==> config.mk <==
export PLATFORM = sky130hd
export DESIGN_NAME = seg_xlate_top
export DESIGN_NICKNAME = d
export VERILOG_FILES = /design/src/rtl/seg_xlate_pkg.sv /design/src/rtl/seg_real_path.sv /design/src/rtl/seg_prot_path.sv /design/src/rtl/seg_out_stage.sv /design/src/rtl/seg_xlate_top.sv
export SDC_FILE = /design/constraint.sdc
export NUM_CORES = 1
export LEC_CHECK = 0
export BUFFER_PORTS_ARGS = -buffer_cell sky130_fd_sc_hd__buf_2
export CAP_MARGIN = 20
export CORE_UTILIZATION = 49
export CTS_BUF_LIST = sky130_fd_sc_hd__clkbuf_4 sky130_fd_sc_hd__clkbuf_8 sky130_fd_sc_hd__clkbuf_16
export DETAILED_ROUTE_END_ITERATION = 10
export PLACE_DENSITY = 0.87
export SLEW_MARGIN = 20
export SYNTH_ARGS = -nofsm -noshare
export SYNTH_HDL_FRONTEND = slang
export SYNTH_SLANG_ARGS = --single-unit
export TNS_END_PERCENT = 50
==> constraint.sdc <==
create_clock -name clk -period 2.8 [get_ports clk]
set_input_delay 0.14 -clock clk [delete_from_list [all_inputs] [get_ports clk]]
set_output_delay 0.14 -clock clk [all_outputs]
set_load 0.03 [all_outputs]
==> src/rtl/seg_xlate_pkg.sv <==
package seg_xlate_pkg;

    typedef enum logic [1:0] {
        FLT_NONE   = 2'd0,
        FLT_ABSENT = 2'd1,
        FLT_PRIV   = 2'd2,
        FLT_LIMIT  = 2'd3
    } fault_e;

    typedef enum logic {
        ST_EMPTY = 1'b0,
        ST_FULL  = 1'b1
    } ostate_e;

endpackage

==> src/rtl/seg_real_path.sv <==
module seg_real_path #(
    parameter int SEG_W  = 16,
    parameter int REAL_W = 20,
    parameter int OFF_W  = 32
) (
    input  logic [SEG_W-1:0] seg,
    input  logic [OFF_W-1:0] off,
    output logic [OFF_W-1:0] addr
);
    localparam int REAL_SH = REAL_W - SEG_W;

    logic [REAL_W-1:0] seg_scaled;
    logic [REAL_W-1:0] off_ext;
    logic [REAL_W-1:0] sum;

    always_comb begin
        seg_scaled = {seg, {REAL_SH{1'b0}}};
        off_ext    = REAL_W'(off[SEG_W-1:0]);
        sum        = seg_scaled + off_ext;
        addr       = OFF_W'(sum);
    end
endmodule

==> src/rtl/seg_prot_path.sv <==
module seg_prot_path
    import seg_xlate_pkg::*;
#(
    parameter int SEG_W   = 16,
    parameter int OFF_W   = 32,
    parameter int LIM_W   = 20,
    parameter int GRAN_SH = 12,
    parameter int PL_W    = 2
) (
    input  logic [SEG_W-1:0]        sel,
    input  logic [OFF_W-1:0]        off,
    input  logic [PL_W-1:0]         cpl,
    input  logic [OFF_W-1:0]        base,
    input  logic [LIM_W-1:0]        limit,
    input  logic                    gran,
    input  logic                    present,
    input  logic                    big,
    input  logic [PL_W-1:0]         dpl,
    output logic [OFF_W-1:0]        addr,
    output fault_e                  fault,
    output logic [SEG_W-PL_W-2:0]   idx,
    output logic                    glb
);
    localparam int HALF_W = OFF_W / 2;
    localparam logic [OFF_W-1:0] GRAN_MASK = (OFF_W'(1) << GRAN_SH) - OFF_W'(1);

    logic [OFF_W-1:0] eff_off;
    logic [OFF_W-1:0] lim_ext;
    logic [OFF_W-1:0] eff_lim;
    logic [PL_W-1:0]  rpl;
    logic [PL_W-1:0]  eff_pl;

    always_comb begin
        rpl = sel[PL_W-1:0];
        glb = sel[PL_W];
        idx = sel[SEG_W-1:PL_W+1];

        eff_off = big ? off : {{(OFF_W-HALF_W){1'b0}}, off[HALF_W-1:0]};

        lim_ext = OFF_W'(limit);
        eff_lim = gran ? ((lim_ext << GRAN_SH) | GRAN_MASK) : lim_ext;

        eff_pl = (rpl > cpl) ? rpl : cpl;

        if (!present) begin
            fault = FLT_ABSENT;
        end else if (eff_pl > dpl) begin
            fault = FLT_PRIV;
        end else if (eff_off > eff_lim) begin
            fault = FLT_LIMIT;
        end else begin
            fault = FLT_NONE;
        end

        addr = (fault == FLT_NONE) ? (base + eff_off) : '0;
    end
endmodule

==> src/rtl/seg_out_stage.sv <==
module seg_out_stage
    import seg_xlate_pkg::*;
#(
    parameter int ADDR_W = 32,
    parameter int IDX_W  = 13
) (
    input  logic              clk,
    input  logic              rst_n,
    input  logic              in_valid,
    output logic              in_ready,
    input  logic [ADDR_W-1:0] in_addr,
    input  fault_e            in_fault,
    input  logic [IDX_W-1:0]  in_idx,
    input  logic              in_glb,
    output logic              out_valid,
    input  logic              out_ready,
    output logic [ADDR_W-1:0] out_addr,
    output logic [1:0]        out_fault,
    output logic [IDX_W-1:0]  out_idx,
    output logic              out_glb
);
    ostate_e state_q;
    ostate_e state_d;
    logic    load;

    // state register
    always_ff @(posedge clk) begin
        if (!rst_n) begin
            state_q <= ST_EMPTY;
        end else begin
            state_q <= state_d;
        end
    end

    // next state: load, drain, stall
    always_comb begin
        state_d = state_q;
        unique case (state_q)
            ST_EMPTY: if (load) state_d = ST_FULL;
            ST_FULL:  if (!load && out_ready) state_d = ST_EMPTY;
            default:  state_d = ST_EMPTY;
        endcase
    end

    // handshake outputs
    always_comb begin
        unique case (state_q)
            ST_EMPTY: begin
                in_ready  = 1'b1;
                out_valid = 1'b0;
            end
            ST_FULL: begin
                in_ready  = out_ready;
                out_valid = 1'b1;
            end
            default: begin
                in_ready  = 1'b0;
                out_valid = 1'b0;
            end
        endcase
        load = in_valid && in_ready;
    end

    // result register
    always_ff @(posedge clk) begin
        if (!rst_n) begin
            out_addr  <= '0;
            out_fault <= 2'd0;
            out_idx   <= '0;
            out_glb   <= 1'b0;
        end else if (load) begin
            out_addr  <= in_addr;
            out_fault <= in_fault;
            out_idx   <= in_idx;
            out_glb   <= in_glb;
        end
    end
endmodule

==> src/rtl/seg_xlate_top.sv <==
module seg_xlate_top
    import seg_xlate_pkg::*;
#(
    parameter int SEG_W   = 16,
    parameter int OFF_W   = 32,
    parameter int LIM_W   = 20,
    parameter int GRAN_SH = 12,
    parameter int REAL_W  = 20,
    parameter int PL_W    = 2
) (
    input  logic                    clk,
    input  logic                    rst_n,
    input  logic                    req_valid,
    output logic                    req_ready,
    input  logic                    req_prot,
    input  logic [SEG_W-1:0]        req_seg,
    input  logic [OFF_W-1:0]        req_off,
    input  logic [PL_W-1:0]         req_cpl,
    input  logic [OFF_W-1:0]        desc_base,
    input  logic [LIM_W-1:0]        desc_limit,
    input  logic                    desc_gran,
    input  logic                    desc_present,
    input  logic                    desc_big,
    input  logic [PL_W-1:0]         desc_dpl,
    output logic                    rsp_valid,
    input  logic                    rsp_ready,
    output logic [OFF_W-1:0]        rsp_addr,
    output logic [1:0]              rsp_fault,
    output logic [SEG_W-PL_W-2:0]   rsp_index,
    output logic                    rsp_global
);
    localparam int IDX_W = SEG_W - PL_W - 1;

    logic [OFF_W-1:0] real_addr;
    logic [OFF_W-1:0] prot_addr;
    fault_e           prot_fault;
    logic [IDX_W-1:0] prot_idx;
    logic             prot_glb;

    logic [OFF_W-1:0] sel_addr;
    fault_e           sel_fault;
    logic [IDX_W-1:0] sel_idx;
    logic             sel_glb;

    seg_real_path #(
        .SEG_W (SEG_W),
        .REAL_W(REAL_W),
        .OFF_W (OFF_W)
    ) real_i (
        .seg (req_seg),
        .off (req_off),
        .addr(real_addr)
    );

    seg_prot_path #(
        .SEG_W  (SEG_W),
        .OFF_W  (OFF_W),
        .LIM_W  (LIM_W),
        .GRAN_SH(GRAN_SH),
        .PL_W   (PL_W)
    ) prot_i (
        .sel    (req_seg),
        .off    (req_off),
        .cpl    (req_cpl),
        .base   (desc_base),
        .limit  (desc_limit),
        .gran   (desc_gran),
        .present(desc_present),
        .big    (desc_big),
        .dpl    (desc_dpl),
        .addr   (prot_addr),
        .fault  (prot_fault),
        .idx    (prot_idx),
        .glb    (prot_glb)
    );

    always_comb begin
        if (req_prot) begin
            sel_addr  = prot_addr;
            sel_fault = prot_fault;
            sel_idx   = prot_idx;
            sel_glb   = prot_glb;
        end else begin
            sel_addr  = real_addr;
            sel_fault = FLT_NONE;
            sel_idx   = '0;
            sel_glb   = 1'b0;
        end
    end

    seg_out_stage #(
        .ADDR_W(OFF_W),
        .IDX_W (IDX_W)
    ) out_i (
        .clk      (clk),
        .rst_n    (rst_n),
        .in_valid (req_valid),
        .in_ready (req_ready),
        .in_addr  (sel_addr),
        .in_fault (sel_fault),
        .in_idx   (sel_idx),
        .in_glb   (sel_glb),
        .out_valid(rsp_valid),
        .out_ready(rsp_ready),
        .out_addr (rsp_addr),
        .out_fault(rsp_fault),
        .out_idx  (rsp_index),
        .out_glb  (rsp_global)
    );
endmodule

==> results.txt, run 1 <==
----------------------------------------------------
[GRT]
  Largest net degree at the start of global routing ... 42
  Global-route wire length before repair ... 26300 um
  Number of antenna violations at the first check in global routing ... 0
  Overall global routing resource usage ... 0.292
  Via count of the first global-routing pass ... between 5k and 6k
  Total global routing overflow ... 0

[Floorplanning]
  Number of placement rows ... 37
  CORE AREA ... 10400 um2
  Starting density of the core ... 0.506
  Die area ... 11100 um2
  Die Width ... ~110 um
  Top Ports ... 162
  Chip Height ... approximately 110 um

[Power]
  Power density over cell area ... 381 nW/um2
  Worst VDD drop ... 213 uV
  Post-layout total power ... 2.41 mW
  Leakage power ... 3.08 nW

[Worst setup path]
  Worst flop-to-flop path startpoint ... out_i.state_q$_SDFF_PN0_
  Reg-to-reg setup timing slack ... about 0.85 ns
  Required time reported for the critical path endpoint ... ~3 ns
  Category of the worst setup path capture point ... flop
  Type of origin of the critical path ... input port
  FF-to-FF path depth ... 6
  Worst reg2reg path endpoint ... out_i.out_addr[7]$_SDFFE_PN0P_
  Peak fanout along the critical path ... 24
  Critical Path AT ... 2.77 ns
  Critical Setup Path Class ... input port to flop

[Yosys]
  Total standard cell area after synthesis ... about 5300 um2
  Average size of a mapped cell ... 7.68 um2
  Post-synth EDFFs ... 0
  Count of different cell masters after synthesis ... 67
  Top flip-flop cell by instance count after synthesis ... sky130_fd_sc_hd__dfxtp_1
  Fraction of registers with async set/reset ... 0
  Post-synthesis sequential area ratio ... 0.187
  Number of cells produced by synthesis ... 684
  Number of warnings printed during yosys synthesis ... 0
  Number of nets in the synthesized netlist ... approximately 880
  Number of synthesized register bits ... 49

[Clock tree]
  Hold-fix buffers at CTS ... 0
  Post-CTS clock slew at the launch and capture registers of the worst setup and hold paths ... 0.10 ns
  Total number of clock tree sinks ... 49
  Number of levels in the clock H-tree ... 2
  Library cell used as clock root buffer ... sky130_fd_sc_hd__clkbuf_8
  TritonCTS clock tree ... yes
  Longest Clk Path Bufs ... 2
  TritonCTS Buffers ... 5
  Clk Latency, worst-skew pair ... 0.32 ns
  Number of setup buffers added after CTS ... 0
  Resized Gates After CTS ... 0

[Drt]
  Antenna violation net count after detailed routing ... 0
  WL per Instance ... 16.3 um
  First-pass iteration count of the detailed router ... 5
  Drt initial violations ... 357
  Final Routed Wirelength ... 15900 um
  Via density per instance ... 5.93
  Via count ... 5778
  DRC errors left ... 0

[STA]
  Post-route worst hold slack ... around 0.076 ns
  Final period demand of the worst path ... 2.56 ns
  Final hold violations ... 0
  Worst Max-Slew Pin Slew ... 0.918 ns
  Worst relative slew slack ... 0.388
  Total Neg Setup Slack ... 0 ns
  Max Fclk ... 0.391 GHz
  Count of final max-slew check failures ... 0
  RSZ-0062 raised after global routing ... no
  Clock Skews ... 0.00402 ns
  Period utilization ... 0.913
  Setup-failing EPs final ... 0

[Final layout]
  Commonest cells after routing, fill and taps aside ... 161 x sky130_fd_sc_hd__buf_2, 80 x sky130_fd_sc_hd__ha_1, 69 x sky130_fd_sc_hd__nand2_1
  Commonest non-fill, non-tap cell in the layout ... sky130_fd_sc_hd__buf_2
  Final Net Count ... 1031
  Layout cells sized above 1 ... 0.239
  Antenna diode count ... 0
  Post-synthesis to final-layout area growth ... 20.2%
  Fill cell total of the finished layout ... 965

[Hold path]
  Launch instance of the worst min-delay path ... req_valid
  Hold EP ... out_i.state_q$_SDFF_PN0_
  Count of cells along the worst hold path ... 3
  Hold Path Class ... input port to flop

[Status]
  Status ... finished clean

[Flow run]
  Max-capacitance violation count ... 0

[Placement]
  Port Buffer Count ... 161
  Estimated wirelength of the detail-placed design ... 12700 um
  Final weighted congestion in routability-driven placement ... 0.951

----------------------------------------------------
-- synth_stat cells (9+ instances only) --
library cell	n	area, um2
sky130_fd_sc_hd__nand2_1	69	259
sky130_fd_sc_hd__o21ai_0	47	235
sky130_fd_sc_hd__inv_1	23	86.3
sky130_fd_sc_hd__ha_1	80	1000
sky130_fd_sc_hd__xor2_1	15	131
sky130_fd_sc_hd__and2_1	21	131
sky130_fd_sc_hd__nand3_1	35	175
sky130_fd_sc_hd__clkbuf_1	19	71.3
sky130_fd_sc_hd__xnor2_1	18	158
sky130_fd_sc_hd__a21boi_0	18	135
sky130_fd_sc_hd__mux2i_1	11	110
sky130_fd_sc_hd__dfxtp_1	49	981
sky130_fd_sc_hd__a22o_1	10	87.6
sky130_fd_sc_hd__o21a_1	9	67.6
sky130_fd_sc_hd__a21oi_1	62	310
sky130_fd_sc_hd__nand4_1	10	62.6
sky130_fd_sc_hd__nor2_1	60	225
-- final cells by class --
| type | instances | area [um2] | share of cell area |
|---|---|---|---|
| Multi-Input combinational cell | 586 | 4070 | 0.645 |
| Timing Repair Buffer | 172 | 888 | 0.141 |
| Sequential cell | 49 | 981 | 0.155 |
| Inverter | 23 | 86.3 | 0.0137 |
| Clock buffer | 5 | 68.8 | 0.0109 |
| Tap cell | 136 | 170 | 0.0270 |
| Clock inverter | 3 | 43.8 | 0.00694 |
-- kinds of logic after synthesis --
family,Yosys count,synth area share
adder cells (fa/ha/maj),82,0.198
flip-flops,49,0.187
AND/OR/NAND/NOR,240,0.220
AO/OA/AOI/OAI,220,0.281
XOR/XNOR,33,0.0550
buffers and inverters,49,0.0374
multiplexers,11,0.0210
-- worst max-delay path by stage --
stage / from / to
final: desc_gran / out_i.out_addr[11]$_SDFFE_PN0P_
after global placement: req_off[0] / out_i.out_addr[16]$_SDFFE_PN0P_
after CTS: desc_gran / out_i.out_addr[11]$_SDFFE_PN0P_
after floorplan: desc_gran / out_i.out_addr[23]$_SDFFE_PN0P_
after global routing: desc_gran / out_i.out_addr[11]$_SDFFE_PN0P_
after detailed placement: desc_gran / out_i.out_addr[11]$_SDFFE_PN0P_
-- registers in the layout, summed over array words and instances (netlist names) --
register	count
out_i.out_addr	32
out_i.out_idx	13
out_i.out_fault	2
out_i.out_glb	1
out_i.state_q	1
-- worst max-delay path, cell delays in order --
cell	delay (ns)
sky130_fd_sc_hd__buf_2	0.38
sky130_fd_sc_hd__buf_4	0.25
sky130_fd_sc_hd__nor2_1	0.06
sky130_fd_sc_hd__ha_1	0.29
sky130_fd_sc_hd__nand3_1	0.10
sky130_fd_sc_hd__nor4_1	0.31
sky130_fd_sc_hd__o21ai_0	0.18
sky130_fd_sc_hd__a31oi_1	0.28
sky130_fd_sc_hd__o22ai_2	0.13
sky130_fd_sc_hd__buf_4	0.23
sky130_fd_sc_hd__a221oi_1	0.33
sky130_fd_sc_hd__nor2_1	0.08
-- routing by layer --
metal,share of wire,global-route usage,vias up
met1,0.44,0.385,2641
met5,0,0,-
li1,-,-,2830
met4,0.031,0.117,0
met3,0.071,0.0402,48
met2,0.46,0.479,259
-- where the power goes --
part	switching (mW)	total, mW	internal, mW
sequential	0.0226	0.761	0.739
combinational	0.650	1.08	0.435
clock	0.290	0.559	0.269
total	0.963	2.41	1.44
-- stage by stage --
stage          area [um2]  utilization  setup WS (ns)  instances
2_1_floorplan        5250            -          0.241        684
3_3_place_gp         6200        0.598          0.118        966
3_5_place_dp         6200        0.598        -0.0123        966
4_1_cts              6310        0.609          0.322        974
5_1_grt              6310        0.609         0.0249        974
6_report             6310        0.609          0.244        974
(Power assumes the default switching activity.)
==> run 2, diff against run 1 <==
--- a/config.mk
+++ b/config.mk
@@ -9,8 +9,10 @@
 export CAP_MARGIN = 20
 export CORE_UTILIZATION = 49
 export CTS_BUF_LIST = sky130_fd_sc_hd__clkbuf_4 sky130_fd_sc_hd__clkbuf_8 sky130_fd_sc_hd__clkbuf_16
+export CTS_CLUSTER_SIZE = 16
 export DETAILED_ROUTE_END_ITERATION = 10
 export PLACE_DENSITY = 0.87
+export RECOVER_POWER = 25
 export SLEW_MARGIN = 20
 export SYNTH_ARGS = -nofsm -noshare
 export SYNTH_HDL_FRONTEND = slang
==> results.txt, run 2 (synthesized netlist as in run 1, its figures left out) <==
----------------------------------------------------
[Power]
  Net switching fraction of the power ... 0.401 (+0.000474)
  Worst VDD drop ... 213 uV (-0.17%)
  Power density over cell area ... 381 nW/um2 (+0.11%)
  Leakage power ... 2.98 nW (-3.0%)
  Combinational Power Share ... 0.450 (about the same)
  Part of the power in registers ... 0.318 (about the same)
  Clock network power share ... 0.232 (about the same)
  Internal power ... 1.44 mW (-0.42%)
  Net load switching power ... 960 uW (-0.23%)

[STA]
  Worst relative slew slack ... 0.377 (-0.0106)
  Final hold violations ... 0 (unchanged)
  RSZ-0062 raised after global routing ... no
  Final period demand of the worst path ... 2.57 ns (+0.0114 ns)
  Worst Max-Slew Pin Slew ... 0.934 ns (+0.0160 ns)
  Period utilization ... 0.917 (+0.00408)
  Max Fclk ... 0.390 GHz (-0.44%)
  Count of final max-slew check failures ... 0 (unchanged)
  Clock Skews ... 0.00453 ns (+0.000519 ns)
  Post-route worst hold slack ... 0.0763 ns (+0.000116 ns)
  Setup-failing EPs final ... 0 (unchanged)

[GRT]
  Via count of the first global-routing pass ... 5543 (unchanged)
  Largest net degree at the start of global routing ... 42 (unchanged)
  Total global routing overflow ... 0 (unchanged)
  Overall global routing resource usage ... 0.292 (unchanged)
  Global-route wire length before repair ... 26300 um (unchanged)
  Number of antenna violations at the first check in global routing ... 0 (unchanged)

[Clock tree]
  Number of levels in the clock H-tree ... 2 (unchanged)
  TritonCTS Buffers ... 5 (unchanged)
  Number of setup buffers added after CTS ... 0 (unchanged)
  Total number of clock tree sinks ... 49 (unchanged)
  Hold-fix buffers at CTS ... 0 (unchanged)
  TritonCTS clock tree ... yes
  Longest Clk Path Bufs ... 2 (unchanged)
  Clk Latency, worst-skew pair ... 0.32 ns (about the same)
  Resized Gates After CTS ... 0 (unchanged)
  Library cell used as clock root buffer ... sky130_fd_sc_hd__clkbuf_8
  Post-CTS clock slew at the launch and capture registers of the worst setup and hold paths ... 0.10 ns (about the same)

[Final layout]
  Biggest registers after layout ... out_i.out_addr x32, out_i.out_idx x13, out_i.out_fault x2
  Fill cell total of the finished layout ... 980 (+1.6%)
  Utilization after layout ... 0.606 (-0.00277)
  Area of combinational cells with multiple inputs ... 4070 um2 (unchanged)
  Antenna diode count ... 0 (unchanged)
  Commonest non-fill, non-tap cell in the layout ... sky130_fd_sc_hd__buf_2
  Layout cells sized above 1 ... 0.211 (-0.0274)
  Final Net Count ... 1031 (unchanged)
  Flip-flop count of the largest register after layout ... 32 (unchanged)
  Commonest cells after routing, fill and taps aside ... 138 x sky130_fd_sc_hd__buf_2, 80 x sky130_fd_sc_hd__ha_1, 69 x sky130_fd_sc_hd__nand2_1
  FF+latch area ... 981 um2 (unchanged)
  Post-synthesis to final-layout area growth ... 19.7%
  Register with the most flip-flops ... out_i.out_addr

[Worst setup path]
  Critical Setup Path Class ... input port to flop
  Delay of the slowest cell on the worst path ... 0.37 ns (about the same)
  Category of the worst setup path capture point ... flop
  Required time reported for the critical path endpoint ... 3.01 ns (about the same)
  Critical Path AT ... 2.78 ns (about the same)
  Slowest stage cell, crit path ... sky130_fd_sc_hd__buf_2
  Peak fanout along the critical path ... 24 (unchanged)
  Type of origin of the critical path ... input port
  Chain of cells forming the critical path ... buf_2 -> buf_4 -> nor2_1 -> ha_1 -> nand3_1 -> nor4_1 -> o21ai_0 -> a31oi_1 -> o22ai_2 -> buf_4 -> a221oi_1 -> nor2_1

[Placement]
  Estimated wirelength of the detail-placed design ... 12700 um (unchanged)
  Final weighted congestion in routability-driven placement ... 0.951 (unchanged)
  Port Buffer Count ... 161 (unchanged)

[Hold path]
  Hold Path Class ... input port to flop

[Drt]
  Via density per instance ... 5.96 (+0.43%)
  Drt initial violations ... 366 (+2.5%)
  Antenna violation net count after detailed routing ... 0 (unchanged)
  Final Routed Wirelength ... 15900 um (about the same)
  WL per Instance ... 16.3 um (about the same)
  First-pass iteration count of the detailed router ... 5 (unchanged)
  DRC errors left ... 0 (unchanged)
  Via count ... 5803 (+0.43%)

[Floorplanning]
  Top Ports ... 162 (unchanged)
  Starting density of the core ... 0.506 (unchanged)
  CORE AREA ... 10400 um2 (unchanged)
  Number of placement rows ... 37 (unchanged)
  Die Width ... 106 um (unchanged)
  Die area ... 11100 um2 (unchanged)
  Chip Height ... 106 um (unchanged)

[Status]
  Status ... finished clean

[Flow run]
  Max-capacitance violation count ... 0 (unchanged)

----------------------------------------------------
==> run 2: cell count changes in the layout (fill, tap and decap cells not counted), sizes merged <==
cell,previous run,this run
buf,172,149
clkbuf,5,28
==> run 2: layout make-up <==
type / instances / area share
clock buffers: 5 / 0.0110
clock inverters: 3 / 0.00697
inverters: 23 / 0.0137
multi-input cells: 586 / 0.648
flip-flops and latches: 49 / 0.156
well taps: 136 / 0.0271
repair buffers: 172 / 0.137
==> run 2: critical path: cells and delay by family <==
family | cells | cell delay (ns)
AOI/OAI and AO/OA | 4 | 0.93
adders and majority gates | 1 | 0.29
buffers and inverters | 3 | 0.85
and+or+nand+nor | 4 | 0.55
==> run 2: power groups by stage <==
| stage | clock network, mW | logic [mW] | registers, mW |
|---|---|---|---|
| 2_1_floorplan | 0 | 0.666 | 0.856 |
| 3_3_place_gp | 0 | 1.05 | 0.775 |
| 6_report | 0.556 | 1.08 | 0.762 |
| 3_5_place_dp | 0 | 1.06 | 0.776 |
| 4_1_cts | 0.556 | 1.07 | 0.761 |
| 5_1_grt | 0.586 | 1.19 | 0.767 |
==> run 2: worst paths after layout <==
check,start,slack (ns),end,cells after the start
max,desc_gran,0.23,out_i.out_addr[11]$_SDFFE_PN0P_,12
min,req_valid,0.08,out_i.state_q$_SDFF_PN0_,3
max reg2reg,out_i.state_q$_SDFF_PN0_,0.84,out_i.out_addr[7]$_SDFFE_PN0P_,6
min reg2reg,out_i.out_idx[9]$_SDFFE_PN0P_,0.46,out_i.out_idx[9]$_SDFFE_PN0P_,2
==> run 2: metrics by stage <==
stage | setup TNS [ns] | total power [mW] | worst slack, ns | area, um2 | instances
2_1_floorplan | 0 | 1.52 | 0.241 | 5250 | 684
3_3_place_gp | 0 | 1.82 | 0.118 | 6200 | 966
3_5_place_dp | -0.0123 | 1.84 | -0.0123 | 6200 | 966
4_1_cts | 0 | 2.39 | 0.322 | 6310 | 974
5_1_grt | 0 | 2.54 | 0.0249 | 6280 | 974
6_report | 0 | 2.40 | 0.233 | 6280 | 974
==> run 2: per-layer routing <==
layer	track usage	vias to the layer above	wire, um
met5	0	-	0
met4	0.117	0	486
met3	0.0402	45	1190
met2	0.479	265	7260
met1	0.385	2662	6990
li1	-	2831	-
